`config.mk`:
```
export PLATFORM = sky130hd
export DESIGN_NAME = otp_cmd_ctrl
export DESIGN_NICKNAME = d
export VERILOG_FILES = /design/src/rtl/otp_ctrl_pkg.sv /design/src/rtl/otp_word_array.sv /design/src/rtl/otp_cmd_seq.sv /design/src/rtl/otp_cmd_ctrl.sv
export SDC_FILE = /design/constraint.sdc
export NUM_CORES = 2
export LEC_CHECK = 0
export BUFFER_PORTS_ARGS = -buffer_cell sky130_fd_sc_hd__buf_4
export CAP_MARGIN = 25
export CORE_MARGIN = 5
export CORE_UTILIZATION = 30
export CTS_BUF_LIST = sky130_fd_sc_hd__clkbuf_2 sky130_fd_sc_hd__clkbuf_4 sky130_fd_sc_hd__clkbuf_8
export DETAILED_ROUTE_END_ITERATION = 10
export HOLD_SLACK_MARGIN = 0.15
export PLACE_DENSITY = 0.44
export SLEW_MARGIN = 15
export SYNTH_ARGS = -nofsm -noshare
export SYNTH_HDL_FRONTEND = slang
export SYNTH_HIERARCHICAL = 1
export SYNTH_SLANG_ARGS = --single-unit
export TNS_END_PERCENT = 20
```
`constraint.sdc`:
```
create_clock -name clk -period 8.6 [get_ports clk]
set_input_delay 1.29 -clock clk [delete_from_list [all_inputs] [get_ports clk]]
set_output_delay 1.29 -clock clk [all_outputs]
set_load 0.01 [all_outputs]
```
`src/rtl/otp_ctrl_pkg.sv`:
```
package otp_ctrl_pkg;

  // Word indices inside the register window (byte offset / 4)
  localparam int IDX_PROT = 'h000;
  localparam int IDX_CMD  = 'h001;
  localparam int IDX_ADDR = 'h004;
  localparam int IDX_STAT = 'h005;
  localparam int IDX_CMP1 = 'h008;
  localparam int IDX_CMP2 = 'h009;
  localparam int IDX_SIGN = 'h010;

  localparam logic [31:0] KEY_FETCH = 32'h23B1_E361;
  localparam logic [31:0] KEY_STORE = 32'h23B1_E364;

  // status bit 2: controller idle, bit 1: array idle
  localparam logic [31:0] IDLE_MASK = 32'h0000_0006;

  typedef enum logic [1:0] {OP_NONE, OP_FETCH, OP_STORE} op_e;
  typedef enum logic [1:0] {SEQ_IDLE, SEQ_ACCESS, SEQ_DONE} seq_e;
  typedef enum logic [1:0] {RGN_DATA, RGN_CFG, RGN_BAD} rgn_e;

  function automatic op_e decode_key(input logic [31:0] w);
    if (w == KEY_FETCH) return OP_FETCH;
    if (w == KEY_STORE) return OP_STORE;
    return OP_NONE;
  endfunction

  function automatic rgn_e classify(input logic [31:0] a,
                                    input int unsigned data_words,
                                    input int unsigned total_words);
    if (a < 32'(data_words)) return RGN_DATA;
    if (a < 32'(total_words)) return RGN_CFG;
    return RGN_BAD;
  endfunction

endpackage

```
`src/rtl/otp_word_array.sv`:
```
module otp_word_array #(
  parameter int WORD_W      = 32,
  parameter int STORE_WORDS = 64,
  localparam int IDX_W      = $clog2(STORE_WORDS)
) (
  input  logic              clk,
  input  logic              rst_n,
  input  logic [IDX_W-1:0]  rd_idx,
  output logic [WORD_W-1:0] rd_word0,
  output logic [WORD_W-1:0] rd_word1,
  input  logic              wr_en,
  input  logic [IDX_W-1:0]  wr_idx,
  input  logic [WORD_W-1:0] wr_data
);
  logic [WORD_W-1:0] cells [STORE_WORDS];
  logic [IDX_W-1:0]  nxt_idx;

  assign nxt_idx  = rd_idx + 1'b1;
  assign rd_word0 = cells[rd_idx];
  assign rd_word1 = cells[nxt_idx];

  always_ff @(posedge clk or negedge rst_n) begin
    if (!rst_n) begin
      for (int i = 0; i < STORE_WORDS; i++) cells[i] <= '0;
    end else if (wr_en) begin
      cells[wr_idx] <= wr_data;
    end
  end

  // a store lands in the addressed cell
  p_store_lands_r5: assert property (@(posedge clk) disable iff (!rst_n)
    wr_en |=> cells[$past(wr_idx)] == $past(wr_data));

endmodule

```
`src/rtl/otp_cmd_seq.sv`:
```
module otp_cmd_seq
  import otp_ctrl_pkg::*;
#(
  parameter int DATA_WORDS  = 2048,
  parameter int TOTAL_WORDS = 4096
) (
  input  logic        clk,
  input  logic        rst_n,
  input  logic        cmd_wr,
  input  logic [31:0] cmd_word,
  input  logic [31:0] addr_in,
  output logic        busy,
  output logic        start,
  output logic        done,
  output logic        ld_cmp1,
  output logic        ld_cmp2,
  output logic        store_en,
  output logic        refuse,
  output logic [31:0] addr_q
);
  seq_e st_q;
  op_e  op_q;
  op_e  cmd_op;
  rgn_e rgn_q;
  logic access;

  assign cmd_op   = decode_key(cmd_word);
  assign start    = cmd_wr && (cmd_op != OP_NONE) && (st_q == SEQ_IDLE);
  assign busy     = (st_q != SEQ_IDLE);
  assign access   = (st_q == SEQ_ACCESS);
  assign done     = (st_q == SEQ_DONE);
  assign refuse   = access && (rgn_q == RGN_BAD);
  assign ld_cmp1  = access && (op_q == OP_FETCH) && (rgn_q != RGN_BAD);
  assign ld_cmp2  = access && (op_q == OP_FETCH) && (rgn_q == RGN_DATA);
  assign store_en = access && (op_q == OP_STORE) && (rgn_q != RGN_BAD);

  always_ff @(posedge clk or negedge rst_n) begin
    if (!rst_n) begin
      st_q   <= SEQ_IDLE;
      op_q   <= OP_NONE;
      rgn_q  <= RGN_DATA;
      addr_q <= '0;
    end else begin
      unique case (st_q)
        SEQ_IDLE: if (start) begin
          st_q   <= SEQ_ACCESS;
          op_q   <= cmd_op;
          addr_q <= addr_in;
          rgn_q  <= classify(addr_in, DATA_WORDS, TOTAL_WORDS);
        end
        SEQ_ACCESS: st_q <= SEQ_DONE;
        SEQ_DONE: begin
          st_q <= SEQ_IDLE;
          op_q <= OP_NONE;
        end
        default: st_q <= SEQ_IDLE;
      endcase
    end
  end

  // busy window is exactly two cycles
  p_busy_len_r7: assert property (@(posedge clk) disable iff (!rst_n)
    start |=> busy ##1 busy ##1 !busy);

  // a command during busy does not relatch the operation
  p_no_relatch_r8: assert property (@(posedge clk) disable iff (!rst_n)
    (busy && !done && cmd_wr) |=> ($stable(addr_q) && $stable(op_q)));

  // refused access never loads or stores
  p_refuse_quiet_r4: assert property (@(posedge clk) disable iff (!rst_n)
    refuse |-> !(ld_cmp1 || ld_cmp2 || store_en));

endmodule

```
`src/rtl/otp_cmd_ctrl.sv`:
```
module otp_cmd_ctrl
  import otp_ctrl_pkg::*;
#(
  parameter int DATA_WORDS  = 2048,
  parameter int TOTAL_WORDS = 4096,
  parameter int STORE_WORDS = 64,
  parameter int BUS_AW      = 12
) (
  input  logic              clk,
  input  logic              rst_n,
  input  logic [31:0]       sign_cfg,
  input  logic              bus_en,
  input  logic              bus_we,
  input  logic [BUS_AW-1:0] bus_addr,
  input  logic [31:0]       bus_wdata,
  output logic [31:0]       bus_rdata,
  output logic              cmd_busy
);
  localparam int WIDX_W = BUS_AW - 2;
  localparam int SIDX_W = $clog2(STORE_WORDS);

  logic [WIDX_W-1:0] widx;
  logic aligned, wr, rd;
  logic wr_prot, wr_cmd, wr_addr, wr_cmp1, wr_cmp2;
  logic [31:0] prot_q, otp_addr_q, status_q, cmp1_q, cmp2_q, sign_q;
  logic [31:0] seq_addr, arr_w0, arr_w1;
  logic start, done, ld_cmp1, ld_cmp2, store_en, refuse;

  function automatic logic hit(input logic [WIDX_W-1:0] w, input int k);
    return w == WIDX_W'(k);
  endfunction

  assign widx    = bus_addr[BUS_AW-1:2];
  assign aligned = (bus_addr[1:0] == 2'b00);
  assign wr      = bus_en && bus_we && aligned;
  assign rd      = bus_en && !bus_we && aligned;
  assign wr_prot = wr && hit(widx, IDX_PROT);
  assign wr_cmd  = wr && hit(widx, IDX_CMD);
  assign wr_addr = wr && hit(widx, IDX_ADDR);
  assign wr_cmp1 = wr && hit(widx, IDX_CMP1);
  assign wr_cmp2 = wr && hit(widx, IDX_CMP2);

  otp_cmd_seq #(.DATA_WORDS(DATA_WORDS), .TOTAL_WORDS(TOTAL_WORDS)) u_seq (
    .clk(clk), .rst_n(rst_n),
    .cmd_wr(wr_cmd), .cmd_word(bus_wdata), .addr_in(otp_addr_q),
    .busy(cmd_busy), .start(start), .done(done),
    .ld_cmp1(ld_cmp1), .ld_cmp2(ld_cmp2), .store_en(store_en),
    .refuse(refuse), .addr_q(seq_addr)
  );

  otp_word_array #(.WORD_W(32), .STORE_WORDS(STORE_WORDS)) u_array (
    .clk(clk), .rst_n(rst_n),
    .rd_idx(seq_addr[SIDX_W-1:0]), .rd_word0(arr_w0), .rd_word1(arr_w1),
    .wr_en(store_en), .wr_idx(seq_addr[SIDX_W-1:0]), .wr_data(cmp1_q)
  );

  always_ff @(posedge clk or negedge rst_n) begin
    if (!rst_n) begin
      prot_q     <= '0;
      otp_addr_q <= '0;
      cmp1_q     <= '0;
      cmp2_q     <= '0;
      status_q   <= IDLE_MASK;
    end else begin
      if (wr_prot) prot_q <= bus_wdata;
      if (wr_addr) otp_addr_q <= bus_wdata;
      if (ld_cmp1)      cmp1_q <= arr_w0;
      else if (wr_cmp1) cmp1_q <= bus_wdata;
      if (ld_cmp2)      cmp2_q <= arr_w1;
      else if (wr_cmp2) cmp2_q <= bus_wdata;
      if (start)     status_q <= status_q & ~IDLE_MASK;
      else if (done) status_q <= status_q | IDLE_MASK;
    end
  end

  // signing settings follow the pin only while reset is held
  always_ff @(posedge clk) begin
    if (!rst_n) sign_q <= sign_cfg;
  end

  always_comb begin
    bus_rdata = '0;
    if (rd) begin
      if (hit(widx, IDX_PROT))      bus_rdata = prot_q;
      else if (hit(widx, IDX_ADDR)) bus_rdata = otp_addr_q;
      else if (hit(widx, IDX_STAT)) bus_rdata = status_q;
      else if (hit(widx, IDX_CMP1)) bus_rdata = cmp1_q;
      else if (hit(widx, IDX_CMP2)) bus_rdata = cmp2_q;
      else if (hit(widx, IDX_SIGN)) bus_rdata = sign_q;
    end
  end

  // idle flags drop after start and return after completion
  p_start_clears_idle_r7: assert property (@(posedge clk) disable iff (!rst_n)
    start |=> ((status_q & IDLE_MASK) == 32'h0));
  p_done_sets_idle_r7: assert property (@(posedge clk) disable iff (!rst_n)
    done |=> ((status_q & IDLE_MASK) == IDLE_MASK));

  // status moves only with the sequencer, signing settings never after reset
  p_status_ro_r9: assert property (@(posedge clk) disable iff (!rst_n)
    (!start && !done) |=> $stable(status_q));
  p_sign_ro_r9: assert property (@(posedge clk) disable iff (!rst_n)
    rst_n |=> $stable(sign_q));

  // refused access leaves both compare registers alone
  p_refuse_keeps_cmp_r4: assert property (@(posedge clk) disable iff (!rst_n)
    (refuse && !wr_cmp1 && !wr_cmp2) |=> ($stable(cmp1_q) && $stable(cmp2_q)));

  // a single-word fetch keeps compare-2
  p_single_keeps_cmp2_r3: assert property (@(posedge clk) disable iff (!rst_n)
    (ld_cmp1 && !ld_cmp2 && !wr_cmp2) |=> $stable(cmp2_q));

endmodule

```
* After elaboration in Yosys (flattened, before gate mapping)
Cells that the tools add are included.
** Storage, ports and cells
- Logic and storage cells :: 170
- Output and inout port bits :: 33
- Memories kept :: 0
- RAM bits :: 0
- Bits in read-only memories :: 0
- Flip-flop bits (word level) :: 2222
- Bits in latches :: 0
- Bits of input ports :: 80
** Cells by class
- Divide/modulo/power cells :: 0
- Reduce and logical (&&, ||, !) cells :: 30
- Multipliers :: 0
- Shift-type cells :: 0
- Muxes and demuxes :: 44
- Magnitude comparators :: 5
- Eq/ne operators :: 14
- Bitwise logic cells :: 2
- $add $sub $neg :: 1
** Operator list (number)
- bitwise mux 2048 bit :: 1
- two-way mux 32 bit :: 16
- binary-select mux 32 bit (select 6 bit) :: 2
- demux 32 bit (select 6 bit) :: 1
- equality test 32 x 30 -> 1 bit, second input constant :: 2
- less-than comparator 32 x 12 -> 1 bit, second input constant :: 1
- less-than comparator 32 x 13 -> 1 bit, second input constant :: 1
- equality test 10 x 3 -> 1 bit, second input constant :: 2
- equality test 10 x 4 -> 1 bit, second input constant :: 2
- two-way mux 2 bit :: 10
- logical AND 1 bit :: 17
- >= comparator 7 bit, second input constant :: 2
- inverter 6 -> 7 bit :: 2
- nonzero test 2 bit :: 6
- equality test 10 x 1 -> 1 bit, second input constant :: 1
- equality test 10 x 5 -> 1 bit, second input constant :: 1
- logical NOT 10 bit :: 1
- two-way mux 1 bit :: 10
- case mux 2 bit (2 select lines) :: 2
- less-than comparator 7 x 1 -> 1 bit, second input constant :: 1
- adder 6 x 1 -> 6 bit, second input constant :: 1
- logical NOT 2 bit :: 3
- two-way mux 3 bit :: 2
- equality test 2 x 1 -> 1 bit, second input constant :: 2
- other kinds (4) :: 7

* Logic depth before layout (Yosys ltp)
- Depth after elaboration :: 15
- Gate-level depth with buffers :: 13
- Mapped depth without buffers :: 9

* Hierarchy
The synthesis kept the hierarchy.
** Modules (own cells, without submodules)
- otp_word_array :: sequential area each 51249.2 um^2, instances 1, area each 108875.7 um^2, cells an instance 7016
- otp_cmd_ctrl :: sequential area each 4190.3 um^2, instances 1, area each 8012.7 um^2, cells an instance 656
- otp_cmd_seq :: sequential area each 950.9 um^2, instances 1, area each 1744.2 um^2, cells an instance 116

* Least setup slack after synthesis
Ideal clock, no wire load.
- Path kind :: input to output
- Start point :: input bus_addr[9]
- End point :: output bus_rdata[21]
- Required time :: 7310 ps
- Path buffers :: 1
- Stages on the path :: 5
- Arrival time :: 2606 ps
- Path slack :: 4704 ps
- Cell sequence :: or4_4 nor3_4 nand2_1 buf_2 o221a_2
** Between the ends
- Longest elaborated chain between the ends :: 8
- Elaborated cells between the ends (all ways) :: 13
- Classes of those cells :: 5 x eq/ne; 7 x mux; 1 x reduce/logical
** RTL lines
- start: declaration :: line otp_cmd_ctrl.sv:14 : input logic [BUS_AW-1:0] bus_addr,
- equality test 10 x 5 -> 1 bit :: line otp_cmd_ctrl.sv:30 : return w == WIDX_W'(k);
- two-way mux 32 bit :: line otp_cmd_ctrl.sv:89 : else if (hit(widx, IDX_SIGN)) bus_rdata = sign_q;
- two-way mux 32 bit :: line otp_cmd_ctrl.sv:88 : else if (hit(widx, IDX_CMP2)) bus_rdata = cmp2_q;
- two-way mux 32 bit :: line otp_cmd_ctrl.sv:87 : else if (hit(widx, IDX_CMP1)) bus_rdata = cmp1_q;
- two-way mux 32 bit :: line otp_cmd_ctrl.sv:86 : else if (hit(widx, IDX_STAT)) bus_rdata = status_q;
- two-way mux 32 bit :: line otp_cmd_ctrl.sv:85 : else if (hit(widx, IDX_ADDR)) bus_rdata = otp_addr_q;
- two-way mux 32 bit * :: line otp_cmd_ctrl.sv:84 : if (hit(widx, IDX_PROT)) bus_rdata = prot_q;
- two-way mux 32 bit * :: line otp_cmd_ctrl.sv:83 : if (rd) begin
- end: declaration :: line otp_cmd_ctrl.sv:16 : output logic [31:0] bus_rdata,
Mark *: on every way between the ends. The rest lies on a longest branch, timed or not.

* Worst setup path in the final report
- Start point :: register u_seq.addr_q[3]
- End point :: register cmp2_q[11]
** Between the ends
- Longest elaborated chain between the ends :: 6
** RTL lines
- start: declaration :: line otp_cmd_seq.sv:19 : output logic [31:0] addr_q
- start signal: assignment :: line otp_cmd_seq.sv:48 : addr_q <= addr_in;
- adder 6 x 1 -> 6 bit :: line otp_word_array.sv:18 : assign nxt_idx = rd_idx + 1'b1;
- inverter 6 -> 7 bit (implied by the code) :: line otp_word_array.sv:20 : assign rd_word1 = cells[nxt_idx];
- binary-select mux 32 bit (select 6 bit) :: line otp_word_array.sv:20
- two-way mux 32 bit (implied by the code) (2 in series) :: line otp_word_array.sv:20
- net arr_w1[11] :: line otp_cmd_ctrl.sv:26 : logic [31:0] seq_addr, arr_w0, arr_w1;
- two-way mux 32 bit :: line otp_cmd_ctrl.sv:69 : if (ld_cmp2) cmp2_q <= arr_w1;
- end signal: assignment :: line otp_cmd_ctrl.sv:69
- end signal: assignment :: line otp_cmd_ctrl.sv:70 : else if (wr_cmp2) cmp2_q <= bus_wdata;
- end: declaration :: line otp_cmd_ctrl.sv:25 : logic [31:0] prot_q, otp_addr_q, status_q, cmp1_q, cmp2_q, sign_q;
The timed path passes the listed nets, and every way through them passes these cells. The select of a mux whose other input is x is not followed.
A chain may end at the register's enable or synchronous reset.

==> metrics.txt <==
post-CTS sizing 0; H-tree depth 5; CP endpoint kind flop; WP buf/inv 3; most frequent cells in the layout 2151 x dfrtp_1, 2117 x mux2_2, 1146 x mux4_2, 530 x clkbuf_8, 424 x nand2_1; post-detail-place hpwl 277 mm; placed insts approximately 13000; Slew @ Worst Pin approximately 1.2 ns; Final Hold Viols 0; worst hold slack 0.328 ns; Final TNS setup 0 ns; Post-CTS Setup Bufs 0; DR vias 76400; fin area around 0.13 mm^2; initial antenna violation count 36; most common cell after layout, fill and taps aside dfrtp_1; first-pass GRT wire length between 600 and 700 mm; Crit path largest cell delay 0.80 ns; DRT iter0 DRCs 6778; number of global-route vias before repair 79700; PnR worst setup slack about 3.5 ns; Storage cell area 0.0558 mm^2; CP max stage cell dfrtp_4; Tmin final 5.09 ns; Power per Cell Area 165 mW/mm^2; RSZ-0062 raised after global routing false; worst-path maximum fanout slightly below 70; area of the multi-input gates between 0.05 and 0.06 mm^2; Clock Latency Late Sink 1.13 ns; I/O Buffers 112; DP Area between 0.1 and 0.15 mm^2; CTS tree yes; most used cell, CP buf_4; clk slew on worst S/H paths roughly 0.060 ns; TritonRoute pass-1 iters 5; WL/cell 34.9 um; Initial Util between 30% and 40%; layout cells sized above 1 57.0%; DR vias/cell 5.76; Worst VDD drop 0.116 mV; GPL Wtd Cong 0.805; final net count 7794; clk sinks ~2200; Die Y 636 um; Layout Skew 0.0682 ns; # setup viols final 0; Cell Chain, Critical Path buf_12 > nor2b_1 > buf_4 > a22o_1 > a21o_2 > buf_4 > nand3_1 > nand4_1 > nand2_1 > and2_1 > a221o_1; total CTS buffers 411; die area 0.405 mm^2; final slew viol count 0; final worst-path cycle share between 50% and 60%; core area around 0.39 mm^2; yosys warns 6; status completed; Worst Path Required 9.60 ns; largest net degree at the start of global routing 172; Tot GR Track Use 22.5%; Max clock buf depth 4; Leakage 0.0586 uW; WL final roughly 460 mm; Routed Antenna Nets 0; drt drc 0; post-synthesis cell area roughly 0.12 mm^2; row count 230; synthesized netlist cell count 7735; Worst path top cell family by delay buffers and inverters; Hold Path Class in2reg; max-cap violations 0; Post-Layout Cell Count around 13000; Slew headroom between 20% and 30%; Congestion Overflow GR 0; Filler cells between 30000 and 40000; Worst EP arrival between 6 and 7 ns; IO Count 113; CP Class reg2reg; Max Clock Freq 196 MHz; CTS root buffer clkbuf_8; syn_area_per_cell 15.2 um^2; area grow syn2layout 14.0%; critical path launch point type flop; worst slack at placement around 3.5 ns; Synth Net Count 7816; die width between 600 and 700 um
-- stage by stage --
step / utilization (%) / total power [uW]
finish: 34.2 / 22100
global route: 34.2 / 23000
CTS: 34.2 / 22500
detailed placement: 31.9 / 11100
global placement: 31.8 / 11100
floorplan: - / 10700
-- cell type report --
type,instances,share of cell area (%)
repair buffers,388,2.82
diodes,18,0.0336
well taps,5220,4.87
inverters,39,0.109
multi-input cells,4652,43.8
clock buffers,689,6.33
clock inverters,49,0.395
flip-flops and latches,2221,41.6
-- worst paths after layout --
| check | to | cells past startpoint | slack (ns) | startpoint |
|---|---|---|---|---|
| setup / recovery | cmp2_q[11]$_DFFE_PN0P_ | 11 | 3.51 | u_seq/addr_q[3]$_DFFE_PN0P_ |
| hold / removal | sign_q[24]$_DFFE_PN_ | 1 | 0.33 | sign_cfg[24] |
| setup reg to reg | cmp2_q[11]$_DFFE_PN0P_ | 11 | 3.51 | u_seq/addr_q[3]$_DFFE_PN0P_ |
| hold reg to reg | prot_q[1]$_DFFE_PN0P_ | 1 | 0.50 | prot_q[1]$_DFFE_PN0P_ |
| max in group asynchronous | u_array/cells[1448]$_DFFE_PN0P_ | 4 | 5.39 | rst_n |
| min in group asynchronous | u_array/cells[983]$_DFFE_PN0P_ | 2 | 0.85 | rst_n |
-- state kept, by name (all words and copies together), names as in the netlist --
signal / count
u_array/cells: 2048
cmp2_q: 32
u_seq/addr_q: 6
otp_addr_q: 32
u_seq/op_q: 2
sign_q: 32
prot_q: 32
u_seq/rgn_q: 2
u_seq/st_q: 2
cmp1_q: 32
status_q: 1
-- routing by layer --
| metal | global-route usage, % | vias to the layer above | wire length [um] |
|---|---|---|---|
| li1 | - | 29900 | - |
| met1 | 31.5 | 42700 | 202000 |
| met2 | 35.2 | 2990 | 213000 |
| met3 | 4.79 | 794 | 32100 |
| met4 | 6.79 | 2 | 15800 |
| met5 | 0 | - | 13 |
-- power breakdown --
group	total (uW)	internal (uW)	switching [uW]
clock	11300	6400	4870
combinational	375	61.4	313
sequential	10500	10500	7.94
total	22100	17000	5190
-- what timing repair did --
item	CTS	global route
endpoints found under the setup margin	0	0
hold endpoints to repair	52	0
hold buffers	1	0
-- worst register-to-register path: stages, from the launching register on --
cell and delay, ns:
dfrtp_4 0.80, buf_12 0.66, nor2b_1 0.29, buf_4 0.28, a22o_1 0.20, a21o_2 0.80, buf_4 0.57, nand3_1 0.40
nand4_1 0.34, nand2_1 0.16, and2_1 0.22, a221o_1 0.26
No activity file was read; power rests on OpenSTA's default activity.
